[config.mk]
export PLATFORM = sky130hd
export DESIGN_NAME = tokflow_pe
export DESIGN_NICKNAME = d
export VERILOG_FILES = /design/src/rtl/tokflow_pkg.sv /design/src/rtl/tf_fifo.sv /design/src/rtl/tf_match.sv /design/src/rtl/tf_fu.sv /design/src/rtl/tokflow_pe.sv
export SDC_FILE = /design/constraint.sdc
export NUM_CORES = 2
export LEC_CHECK = 0
export BUFFER_PORTS_ARGS = -buffer_cell sky130_fd_sc_hd__buf_2
export CAP_MARGIN = 20
export CORE_AREA = 2 2 343 311
export DETAILED_ROUTE_END_ITERATION = 7
export DIE_AREA = 0 0 345 313
export PLACE_DENSITY = 0.75
export RECOVER_POWER = 50
export SLEW_MARGIN = 20
export SYNTH_ARGS = -nofsm -noshare
export SYNTH_HDL_FRONTEND = slang
export SYNTH_HIERARCHICAL = 1
export SYNTH_SLANG_ARGS = --single-unit
[constraint.sdc]
create_clock -name clk -period 6.7 [get_ports clk]
set_input_delay 0.335 -clock clk [delete_from_list [all_inputs] [get_ports clk]]
set_output_delay 0.335 -clock clk [all_outputs]
set_load 0.05 [all_outputs]
[src/rtl/tokflow_pkg.sv]
package tokflow_pkg;
  typedef enum logic [2:0] {
    OP_ADD = 3'd0,
    OP_SUB = 3'd1,
    OP_MUL = 3'd2,
    OP_GT  = 3'd3,
    OP_STT = 3'd4,
    OP_STF = 3'd5,
    OP_OUT = 3'd6
  } op_e;
endpackage

[src/rtl/tf_fifo.sv]
module tf_fifo #(
  parameter int DEPTH = 8,
  parameter int TW    = 21
) (
  input  logic                       clk,
  input  logic                       rst_n,
  input  logic                       push0,
  input  logic [TW-1:0]              data0,
  input  logic                       push1,
  input  logic [TW-1:0]              data1,
  input  logic                       pop,
  output logic [TW-1:0]              head,
  output logic                       empty,
  output logic [$clog2(DEPTH):0]     cnt
);
  localparam int AW = $clog2(DEPTH);

  logic [TW-1:0] mem [DEPTH];
  logic [AW-1:0] wptr, rptr;
  logic [1:0]    npush;
  logic [TW-1:0] first;

  assign npush = {1'b0, push0} + {1'b0, push1};
  assign first = push0 ? data0 : data1;
  assign head  = mem[rptr];
  assign empty = (cnt == '0);

  always_ff @(posedge clk) begin
    if (npush != 2'd0) mem[wptr] <= first;
    if (npush == 2'd2) mem[wptr + AW'(1)] <= data1;
  end

  always_ff @(posedge clk) begin
    if (!rst_n) begin
      wptr <= '0;
      rptr <= '0;
      cnt  <= '0;
    end else begin
      wptr <= wptr + AW'(npush);
      if (pop && !empty) rptr <= rptr + AW'(1);
      cnt  <= cnt + (AW+1)'(npush) - (AW+1)'(pop && !empty);
    end
  end
endmodule

[src/rtl/tf_match.sv]
module tf_match #(
  parameter int NODES = 16,
  parameter int DW    = 16,
  parameter int NW    = 4,
  parameter int EW    = 32
) (
  input  logic             clk,
  input  logic             rst_n,
  input  logic             cfg_we,
  input  logic [NW-1:0]    cfg_node,
  input  logic [EW-1:0]    cfg_entry,
  input  logic             tok_v,
  input  logic [NW-1:0]    tok_node,
  input  logic             tok_port,
  input  logic [DW-1:0]    tok_val,
  output logic             fire,
  output logic [NW-1:0]    fire_node,
  output logic [NODES-1:0] slot_any,
  output logic             pkt_v,
  output logic [2:0]       pkt_op,
  output logic [DW-1:0]    pkt_a,
  output logic [DW-1:0]    pkt_b,
  output logic [2*(NW+2)-1:0] pkt_dst
);
  localparam int DSTW  = 2*(NW+2);
  localparam int P_TWO = 3;
  localparam int P_DST = 4;
  localparam int P_IMM = P_DST + DSTW;

  logic [EW-1:0] tbl [NODES];
  logic [1:0]    slot_v   [NODES];
  logic [DW-1:0] slot_val [NODES][2];

  logic [EW-1:0] ent;
  logic          two, partner;
  logic [DW-1:0] opa, opb;

  assign ent     = tbl[tok_node];
  assign two     = ent[P_TWO];
  assign partner = slot_v[tok_node][~tok_port];
  assign fire    = tok_v && (!two || partner);
  assign fire_node = tok_node;

  always_comb begin
    if (!two) begin
      opa = tok_val;
      opb = ent[P_IMM +: DW];
    end else begin
      opa = tok_port ? slot_val[tok_node][0] : tok_val;
      opb = tok_port ? tok_val : slot_val[tok_node][1];
    end
  end

  for (genvar g = 0; g < NODES; g++) begin : g_any
    assign slot_any[g] = |slot_v[g];
  end

  always_ff @(posedge clk) begin
    if (cfg_we) tbl[cfg_node] <= cfg_entry;
  end

  always_ff @(posedge clk) begin
    if (tok_v && !fire) slot_val[tok_node][tok_port] <= tok_val;
  end

  always_ff @(posedge clk) begin
    if (!rst_n) begin
      for (int i = 0; i < NODES; i++) slot_v[i] <= 2'b00;
      pkt_v <= 1'b0;
    end else begin
      pkt_v <= fire;
      if (fire)       slot_v[tok_node] <= 2'b00;
      else if (tok_v) slot_v[tok_node][tok_port] <= 1'b1;
    end
  end

  always_ff @(posedge clk) begin
    if (fire) begin
      pkt_op  <= ent[2:0];
      pkt_a   <= opa;
      pkt_b   <= opb;
      pkt_dst <= ent[P_DST +: DSTW];
    end
  end
endmodule

[src/rtl/tf_fu.sv]
module tf_fu #(
  parameter int DW = 16
) (
  input  logic [2:0]    op,
  input  logic [DW-1:0] a,
  input  logic [DW-1:0] b,
  output logic [DW-1:0] res,
  output logic          makes_token
);
  import tokflow_pkg::*;

  function automatic logic [DW-1:0] alu_eval(input logic [2:0] o,
                                             input logic [DW-1:0] x,
                                             input logic [DW-1:0] y);
    case (o)
      OP_ADD:  return x + y;
      OP_SUB:  return x - y;
      OP_MUL:  return x * y;
      OP_GT:   return (x > y) ? DW'(1) : DW'(0);
      default: return x;
    endcase
  endfunction

  function automatic logic gives_token(input logic [2:0] o,
                                       input logic [DW-1:0] ctl);
    case (o)
      OP_STT:  return (ctl != '0);
      OP_STF:  return (ctl == '0);
      OP_OUT:  return 1'b0;
      default: return 1'b1;
    endcase
  endfunction

  assign res         = alu_eval(op, a, b);
  assign makes_token = gives_token(op, b);
endmodule

[src/rtl/tokflow_pe.sv]
module tokflow_pe #(
  parameter int NODES      = 16,
  parameter int DW         = 16,
  parameter int FIFO_DEPTH = 8,
  parameter int CFG_W      = 4 + 2*($clog2(NODES)+2) + DW
) (
  input  logic                        clk,
  input  logic                        rst_n,
  input  logic                        cfg_we,
  input  logic [$clog2(NODES)-1:0]    cfg_node,
  input  logic [CFG_W-1:0]            cfg_entry,
  input  logic                        inj_valid,
  output logic                        inj_ready,
  input  logic [$clog2(NODES)-1:0]    inj_node,
  input  logic                        inj_port,
  input  logic [DW-1:0]               inj_value,
  output logic                        out_valid,
  output logic [DW-1:0]               out_value,
  output logic                        done
);
  import tokflow_pkg::*;

  localparam int NW   = $clog2(NODES);
  localparam int TW   = NW + 1 + DW;
  localparam int DSTW = 2*(NW+2);
  localparam int CW   = $clog2(FIFO_DEPTH) + 1;

  logic [TW-1:0]   fifo_head, tok0, tok1;
  logic            fifo_empty;
  logic [CW-1:0]   fifo_cnt;
  logic            push0, push1, fb_take;

  logic            tok_v, tok_port;
  logic [NW-1:0]   tok_node;
  logic [DW-1:0]   tok_val;

  logic            fire;
  logic [NW-1:0]   fire_node;
  logic [NODES-1:0] slot_any;
  logic            pkt_v;
  logic [2:0]      pkt_op;
  logic [DW-1:0]   pkt_a, pkt_b, fu_res;
  logic [DSTW-1:0] pkt_dst;
  logic            makes_token, emit;

  // enabling stage: queued feedback first, outside tokens only when queue is empty
  assign fb_take   = !fifo_empty;
  assign inj_ready = fifo_empty;
  assign tok_v     = fb_take || inj_valid;
  assign {tok_node, tok_port, tok_val} =
    fb_take ? fifo_head : {inj_node, inj_port, inj_value};

  tf_match #(.NODES(NODES), .DW(DW), .NW(NW), .EW(CFG_W)) u_match (
    .clk(clk), .rst_n(rst_n),
    .cfg_we(cfg_we), .cfg_node(cfg_node), .cfg_entry(cfg_entry),
    .tok_v(tok_v), .tok_node(tok_node), .tok_port(tok_port), .tok_val(tok_val),
    .fire(fire), .fire_node(fire_node), .slot_any(slot_any),
    .pkt_v(pkt_v), .pkt_op(pkt_op), .pkt_a(pkt_a), .pkt_b(pkt_b), .pkt_dst(pkt_dst)
  );

  tf_fu #(.DW(DW)) u_fu (
    .op(pkt_op), .a(pkt_a), .b(pkt_b), .res(fu_res), .makes_token(makes_token)
  );

  // tag the result with each enabled destination
  assign emit  = pkt_v && makes_token;
  assign push0 = emit && pkt_dst[0];
  assign push1 = emit && pkt_dst[NW+2];
  assign tok0  = {pkt_dst[1 +: NW], pkt_dst[NW+1], fu_res};
  assign tok1  = {pkt_dst[NW+3 +: NW], pkt_dst[2*NW+3], fu_res};

  tf_fifo #(.DEPTH(FIFO_DEPTH), .TW(TW)) u_fifo (
    .clk(clk), .rst_n(rst_n),
    .push0(push0), .data0(tok0), .push1(push1), .data1(tok1),
    .pop(fb_take), .head(fifo_head), .empty(fifo_empty), .cnt(fifo_cnt)
  );

  always_ff @(posedge clk) begin
    if (!rst_n) begin
      out_valid <= 1'b0;
      out_value <= '0;
    end else begin
      out_valid <= pkt_v && (pkt_op == OP_OUT);
      if (pkt_v && (pkt_op == OP_OUT)) out_value <= pkt_a;
    end
  end

  assign done = fifo_empty && !pkt_v;
endmodule

---- Yosys cells after proc, flatten, opt, wreduce, memory -nomap -nowiden ----
Memory sizes are Yosys's and may differ from the RTL's. A register that Yosys moved wholly into a read port is not among the register bits.
Index checks and enable logic that the tools add are counted.
storage, ports and cells
  register bits after elaboration ......... 75
  RAM bits ................................ 1,224
  output and inout port bits .............. 19
  memories ................................ 4
memories
  memory            depth  bits a word  rd ports  clocked after Yosys merged registers in  wr ports  line            RTL
  u_match.slot_val  16     32           1         0                                        1         tf_match.sv:32  logic [DW-1:0] slot_val [NODES][2];
  u_match.tbl       16     32           1         0                                        1         tf_match.sv:30  logic [EW-1:0] tbl [NODES];
  u_fifo.mem        8      21           1         1                                        2         tf_fifo.sv:18   logic [TW-1:0] mem [DEPTH];
  u_match.slot_v    16     2            1         0                                        16        tf_match.sv:31  logic [1:0] slot_v [NODES];
cells by class
  add/sub/neg operators ................... 8
  multiply operators ...................... 1
  order comparisons ....................... 6
  equality and inequality tests ........... 7
  multiplexer cells ....................... 38
  bitwise operators ....................... 4
  reductions and logical operators ........ 21
operator list
  kind                   number
  $mux W16               5
  $pmux W16 S4           1
  $mux W21               2
  $mux W32               1
  $mux W1                20
  $add A16 B16 Y16       1
  $demux W16 S1          1
  $gt A16 B16 Y1         1
  $logic_not A16 Y1      1
  $mul A16 B16 Y16       1
  $reduce_bool A16 Y1    1
  $sub A16 B16 Y16       1
  $eq A3 B3 Y1 const B   3
  $logic_and A1 B1 Y1    9
  $add A3 B1 Y3 const B  2
  $eq A3 B2 Y1 const B   2
  $mux W2                3
  $mux W3                2
  $add A4 B2 Y4          1
  $logic_not A1 Y1       4
  $logic_not A4 Y1       1
  $lt A1 B2 Y1 const B   2
  $mux W4                1
  $sub A4 B1 Y4          1
  16 further kinds       18

---- Longest topological paths before layout ----
  depth after elaboration ................. 13
  gate-level depth with buffers ........... 25
  depth with buffers taken out ............ 24

---- By module ----
The synthesis kept the hierarchy.
modules (own cells, without submodules)
  module      instances  cells each  area each (um2)
  tf_match    1          1,882       42,888.6
  tf_fifo     1          544         9,357.7
  tf_fu       1          747         5,756.8
  tokflow_pe  1          101         960.9

---- Worst setup path after synthesis ----
Ideal clock, no wire load.
  path kind ............................... flip-flop to flip-flop
  start ................................... register u_fifo.cnt[2]
  end ..................................... register u_match.pkt_a[0] (enable)
  data arrival time ....................... 7,609 ps
  required time ........................... 6,181 ps
  setup slack ............................. -1,428 ps
  stages on the path, launching flop included .. 14
  clock period less this slack ............ 8,128 ps
  cells stage by stage .................... dfxtp_1 > inv_1 > ha_1 > nor3b_1 > buf_2 > mux2_2 > buf_4 > buf_6 > buf_4 > buf_4 > buf_2 > mux4_2 > and4_1 > nor3b_1
between the ends
  word-level cells in the longest chain between the ends .. 7
  elaborated cells between the ends (all ways) .. 11
ends and longest elaborated chain
  what                                        line              RTL
  start, declared                             tf_fifo.sv:14     output logic [$clog2(DEPTH):0] cnt
  start signal, assigned                      tf_fifo.sv:41     cnt <= cnt + (AW+1)'(npush) - (AW+1)'(pop && !empty);
  $logic_not A4 Y1 *                          tf_fifo.sv:26     assign empty = (cnt == '0);
  via inj_ready                               tokflow_pe.sv:13  output logic inj_ready,
  $mux W21 *                                  tokflow_pe.sv:51  fb_take ? fifo_head : {inj_node, inj_port, inj_value};
  via tok_node[0]                             tokflow_pe.sv:34  logic [NW-1:0] tok_node;
  $mem_v2 Z16 W2                              --
  $mux W1 (implied by the code) (2 in a row)  tf_match.sv:40    assign partner = slot_v[tok_node][~tok_port];
  $logic_or A1 B1 Y1 *                        tf_match.sv:41    assign fire = tok_v && (!two || partner);
  $logic_and A1 B1 Y1 *                       tf_match.sv:41
  via fire                                    tokflow_pe.sv:37  logic fire;
  end signal, assigned                        tf_match.sv:80    pkt_a <= opa;
  end, declared                               tf_match.sv:21    output logic [DW-1:0] pkt_a,
The timed path passes the listed nets; every way through them passes the cells marked *. The select of a mux whose other input is x is not followed.
A chain may end at the register's enable or synchronous reset.

==> report_table.html <==
<table>
<tr><th>Metric</th><th>Value</th></tr>
<tr><th colspan="2">Timing</th></tr>
<tr><td>Top achievable clock speed</td><td>0.155 GHz</td></tr>
<tr><td>Final period util</td><td>96.3%</td></tr>
<tr><td>Number of hold-slack violations in the final timing report</td><td>0</td></tr>
<tr><td>Final min period</td><td>6450 ps</td></tr>
<tr><td>RSZ-0062 raised after global routing</td><td>no</td></tr>
<tr><td>Worst Max-Slew Pin Slew</td><td>3010 ps</td></tr>
<tr><td>Final setup violation count</td><td>0</td></tr>
<tr><td>Final Max Slew Viols</td><td>861</td></tr>
<tr><td>Worst setup slack after layout</td><td>247 ps</td></tr>
<tr><td>Tightest slew margin relative to the limit</td><td>-101%</td></tr>
<tr><td>Aggregate negative setup slack</td><td>0 ps</td></tr>
<tr><td>Clock skew</td><td>46.1 ps</td></tr>
<tr><th colspan="2">Min path</th></tr>
<tr><td>Hold-critical path depth</td><td>3</td></tr>
<tr><td>Path type of the worst min-delay path</td><td>input port to flop</td></tr>
<tr><td>Hold-critical path endpoint</td><td>u_match/slot_val[0][31]</td></tr>
<tr><td>Worst hold start</td><td>inj_value[15]</td></tr>
<tr><th colspan="2">Drt</th></tr>
<tr><td>Drt initial violations</td><td>3,886</td></tr>
<tr><td>Post-detailed-route via-to-cell ratio</td><td>6.38</td></tr>
<tr><td>Total Routed Length</td><td>149,000 um</td></tr>
<tr><td>Number of nets with antenna violations after routing</td><td>0</td></tr>
<tr><td>Number of search-and-repair iterations in the first detailed-routing pass</td><td>6</td></tr>
<tr><td>Post-DR wirelength/cell</td><td>30.1 um</td></tr>
<tr><td>Remaining design rule violation count</td><td>0</td></tr>
<tr><td>Count of vias placed by the detailed router</td><td>31,500</td></tr>
<tr><th colspan="2">Global route</th></tr>
<tr><td>Global-route wire length before repair</td><td>219,000 um</td></tr>
<tr><td>Number of antenna violations at the first check in global routing</td><td>5</td></tr>
<tr><td>Global route overflow</td><td>0</td></tr>
<tr><td>Via count of the first global-routing pass</td><td>32,600</td></tr>
<tr><td>Pin count of the biggest net entering global routing</td><td>150</td></tr>
<tr><td>Overall track demand over capacity in global routing</td><td>27.9%</td></tr>
<tr><th colspan="2">Die</th></tr>
<tr><td>Die footprint</td><td>108,000 um^2</td></tr>
<tr><td>Starting density of the core</td><td>56.2%</td></tr>
<tr><td>Site Rows</td><td>113</td></tr>
<tr><td>Die outline height</td><td>313 um</td></tr>
<tr><td>Area of the core</td><td>105,000 um^2</td></tr>
<tr><td>X dimension of the die</td><td>345 um</td></tr>
<tr><td>Total I/O pin count</td><td>80</td></tr>
<tr><th colspan="2">Place</th></tr>
<tr><td>Worst Setup Slack post-DPL</td><td>229 ps</td></tr>
<tr><td>Count of input and output buffers</td><td>79</td></tr>
<tr><td>GP Congestion</td><td>0.936</td></tr>
<tr><td>Total placed instance area</td><td>61,400 um^2</td></tr>
<tr><td>Sum of net half-perimeters after detailed placement</td><td>89,200 um</td></tr>
<tr><th colspan="2">Clock tree</th></tr>
<tr><td>H-tree depth reported by CTS</td><td>4</td></tr>
<tr><td>Inserted Clock Buffers</td><td>132</td></tr>
<tr><td>Root Buffer</td><td>clkbuf_16</td></tr>
<tr><td>Buffer depth of the longest clock path</td><td>3</td></tr>
<tr><td>CTS tree</td><td>done</td></tr>
<tr><td>Sinks on Clock Net</td><td>1,302</td></tr>
<tr><td>Post-CTS clock slew at the launch and capture registers of the worst setup and hold paths</td><td>60 ps</td></tr>
<tr><td>Latest clock arrival within the worst-skew pair</td><td>750 ps</td></tr>
<tr><th colspan="2">Critical path</th></tr>
<tr><td>Required time of the worst setup path</td><td>7170 ps</td></tr>
<tr><td>Worst-path maximum fanout</td><td>8</td></tr>
<tr><td>Reg-to-reg setup timing slack</td><td>250 ps</td></tr>
<tr><td>Data arrival time of the critical path</td><td>6920 ps</td></tr>
<tr><td>WS Path Type</td><td>flop to flop</td></tr>
<tr><td>Critical path capture point type</td><td>flop</td></tr>
<tr><td>Startpoint of the worst register-to-register path</td><td>u_match/pkt_b[1]</td></tr>
<tr><td>Worst r2r dst</td><td>u_fifo/mem[0][12]</td></tr>
<tr><td>Startpoint types</td><td>flop</td></tr>
<tr><td>Reg2Reg Depth</td><td>22</td></tr>
<tr><th colspan="2">Outcome</th></tr>
<tr><td>Status</td><td>finished, violations left</td></tr>
<tr><td>Violated checks</td><td>max-capacitance violations, max-slew violations</td></tr>
<tr><th colspan="2">Finish</th></tr>
<tr><td>Area growth from synthesis to final layout</td><td>11.7%</td></tr>
<tr><td>Share of cells above drive strength 1</td><td>25.5%</td></tr>
<tr><td>FILL cells</td><td>7,205</td></tr>
<tr><td>Total area of multi-input combinational cells</td><td>18,800 um^2</td></tr>
<tr><td>Area taken by flip-flops and latches</td><td>38,800 um^2</td></tr>
<tr><td>Post-layout net count</td><td>3,701</td></tr>
<tr><td>Layout Cell Area excl Fill</td><td>65,700 um^2</td></tr>
<tr><th colspan="2">Yosys</th></tr>
<tr><td>Instance count of the mapped netlist</td><td>3,254</td></tr>
<tr><td>Syn nets</td><td>3,491</td></tr>
<tr><td>Total standard cell area after synthesis</td><td>58,800 um^2</td></tr>
<tr><td>Synthesized area per cell</td><td>18.1 um^2</td></tr>
<tr><td>Warning count from the yosys run</td><td>6</td></tr>
<tr><th colspan="2">Run</th></tr>
<tr><td>Number of max-cap violations</td><td>26</td></tr>
</table>
[area by class of cell]
cell class	count	share of cell area, %
multi-input cells	1609	28.7
clock inverters	61	0.950
clock buffers	169	5.27
diodes	1	0.00381
well taps	1380	2.63
inverters	166	0.948
repair buffers	253	2.52
flip-flops and latches	1302	59.0
[layer usage]
metal  part of all wire [%]  global-route usage, %
met5                 0.0074                      0
met4                    3.0                   8.95
met3                    8.2                   4.91
met2                     49                   45.4
met1                     40                   39.0
[repair_timing]
item / in CTS / in global routing
hold buffers: 32 / 0
setup buffers: 0 / 8
resized for setup: 0 / 5
hold endpoints to repair: 512 / 0
endpoints found under the setup margin: 0 / 40
[stage by stage]
stage / hold slack (ps) / std cells / util (%)
after floorplan: 434 / 3254 / -
after detailed placement: 453 / 4670 / 58.7
after CTS: 317 / 4932 / 62.9
after global placement: 439 / 4670 / 58.7
final: 380 / 4941 / 62.8
after global routing: 395 / 4940 / 62.8
[registers in the layout (all words and copies together) (netlist names), named ones only]
name              cells
out_valid             1
out_value            16
u_fifo/cnt            4
u_fifo/mem          168
u_fifo/rptr           3
u_fifo/wptr           3
u_match/pkt_a        16
u_match/pkt_b        16
u_match/pkt_dst      12
u_match/pkt_op        3
u_match/pkt_v         1
u_match/slot_v       32
u_match/slot_val    512
u_match/tbl         512
[worst max path at each step]
| stage | from | endpoint | slack [ps] | cells after the start |
|---|---|---|---|---|
| after floorplan | u_fifo/cnt[2] | u_match/pkt_a[0] | 250 | 13 |
| after global placement | u_match/pkt_b[3] | u_fifo/mem[5][12] | 300 | 24 |
| after detailed placement | u_match/pkt_b[3] | u_fifo/mem[2][12] | 230 | 24 |
| after CTS | u_match/pkt_b[3] | u_fifo/mem[0][12] | 170 | 24 |
| after global routing | u_match/pkt_b[1] | u_fifo/mem[5][12] | 20 | 22 |
| final | u_match/pkt_b[1] | u_fifo/mem[0][12] | 250 | 22 |
[placed cells by master (no fill, tap or decap), types with 30 or more instances in the layout]
master            n
nand2_1         152
mux2_2          205
a21oi_1          45
nor2_1          112
and2_1           47
clkbuf_16       133
edfxtp_1       1271
dlygate4sd3_1    32
buf_4           112
mux4_2          331
fa_1             83
mux2_1           88
clkbuf_1        116
ha_1             92
xnor2_1          44
inv_1           165
mux2i_1          35
o21ai_0          52
dfxtp_1          30
[critical path: stages (launching register included)]
cell and delay (ps):
edfxtp_1 530, buf_6 220, and2_1 180, fa_1 520, fa_1 520, ha_1 210, fa_1 480, inv_1 60
fa_1 480, fa_1 500, inv_1 50, ha_1 230, or3_1 370, o21ai_0 150, nor3_2 110, a2111oi_4 310
buf_4 170, xnor2_1 60, nand2_1 70, and4b_1 210, o21ai_1 110, mux2_4 350, mux2_1 300
Power is left out: the tool's default activity adds up to more than one toggle a clock period on the data nets, which glitch-free logic cannot reach.
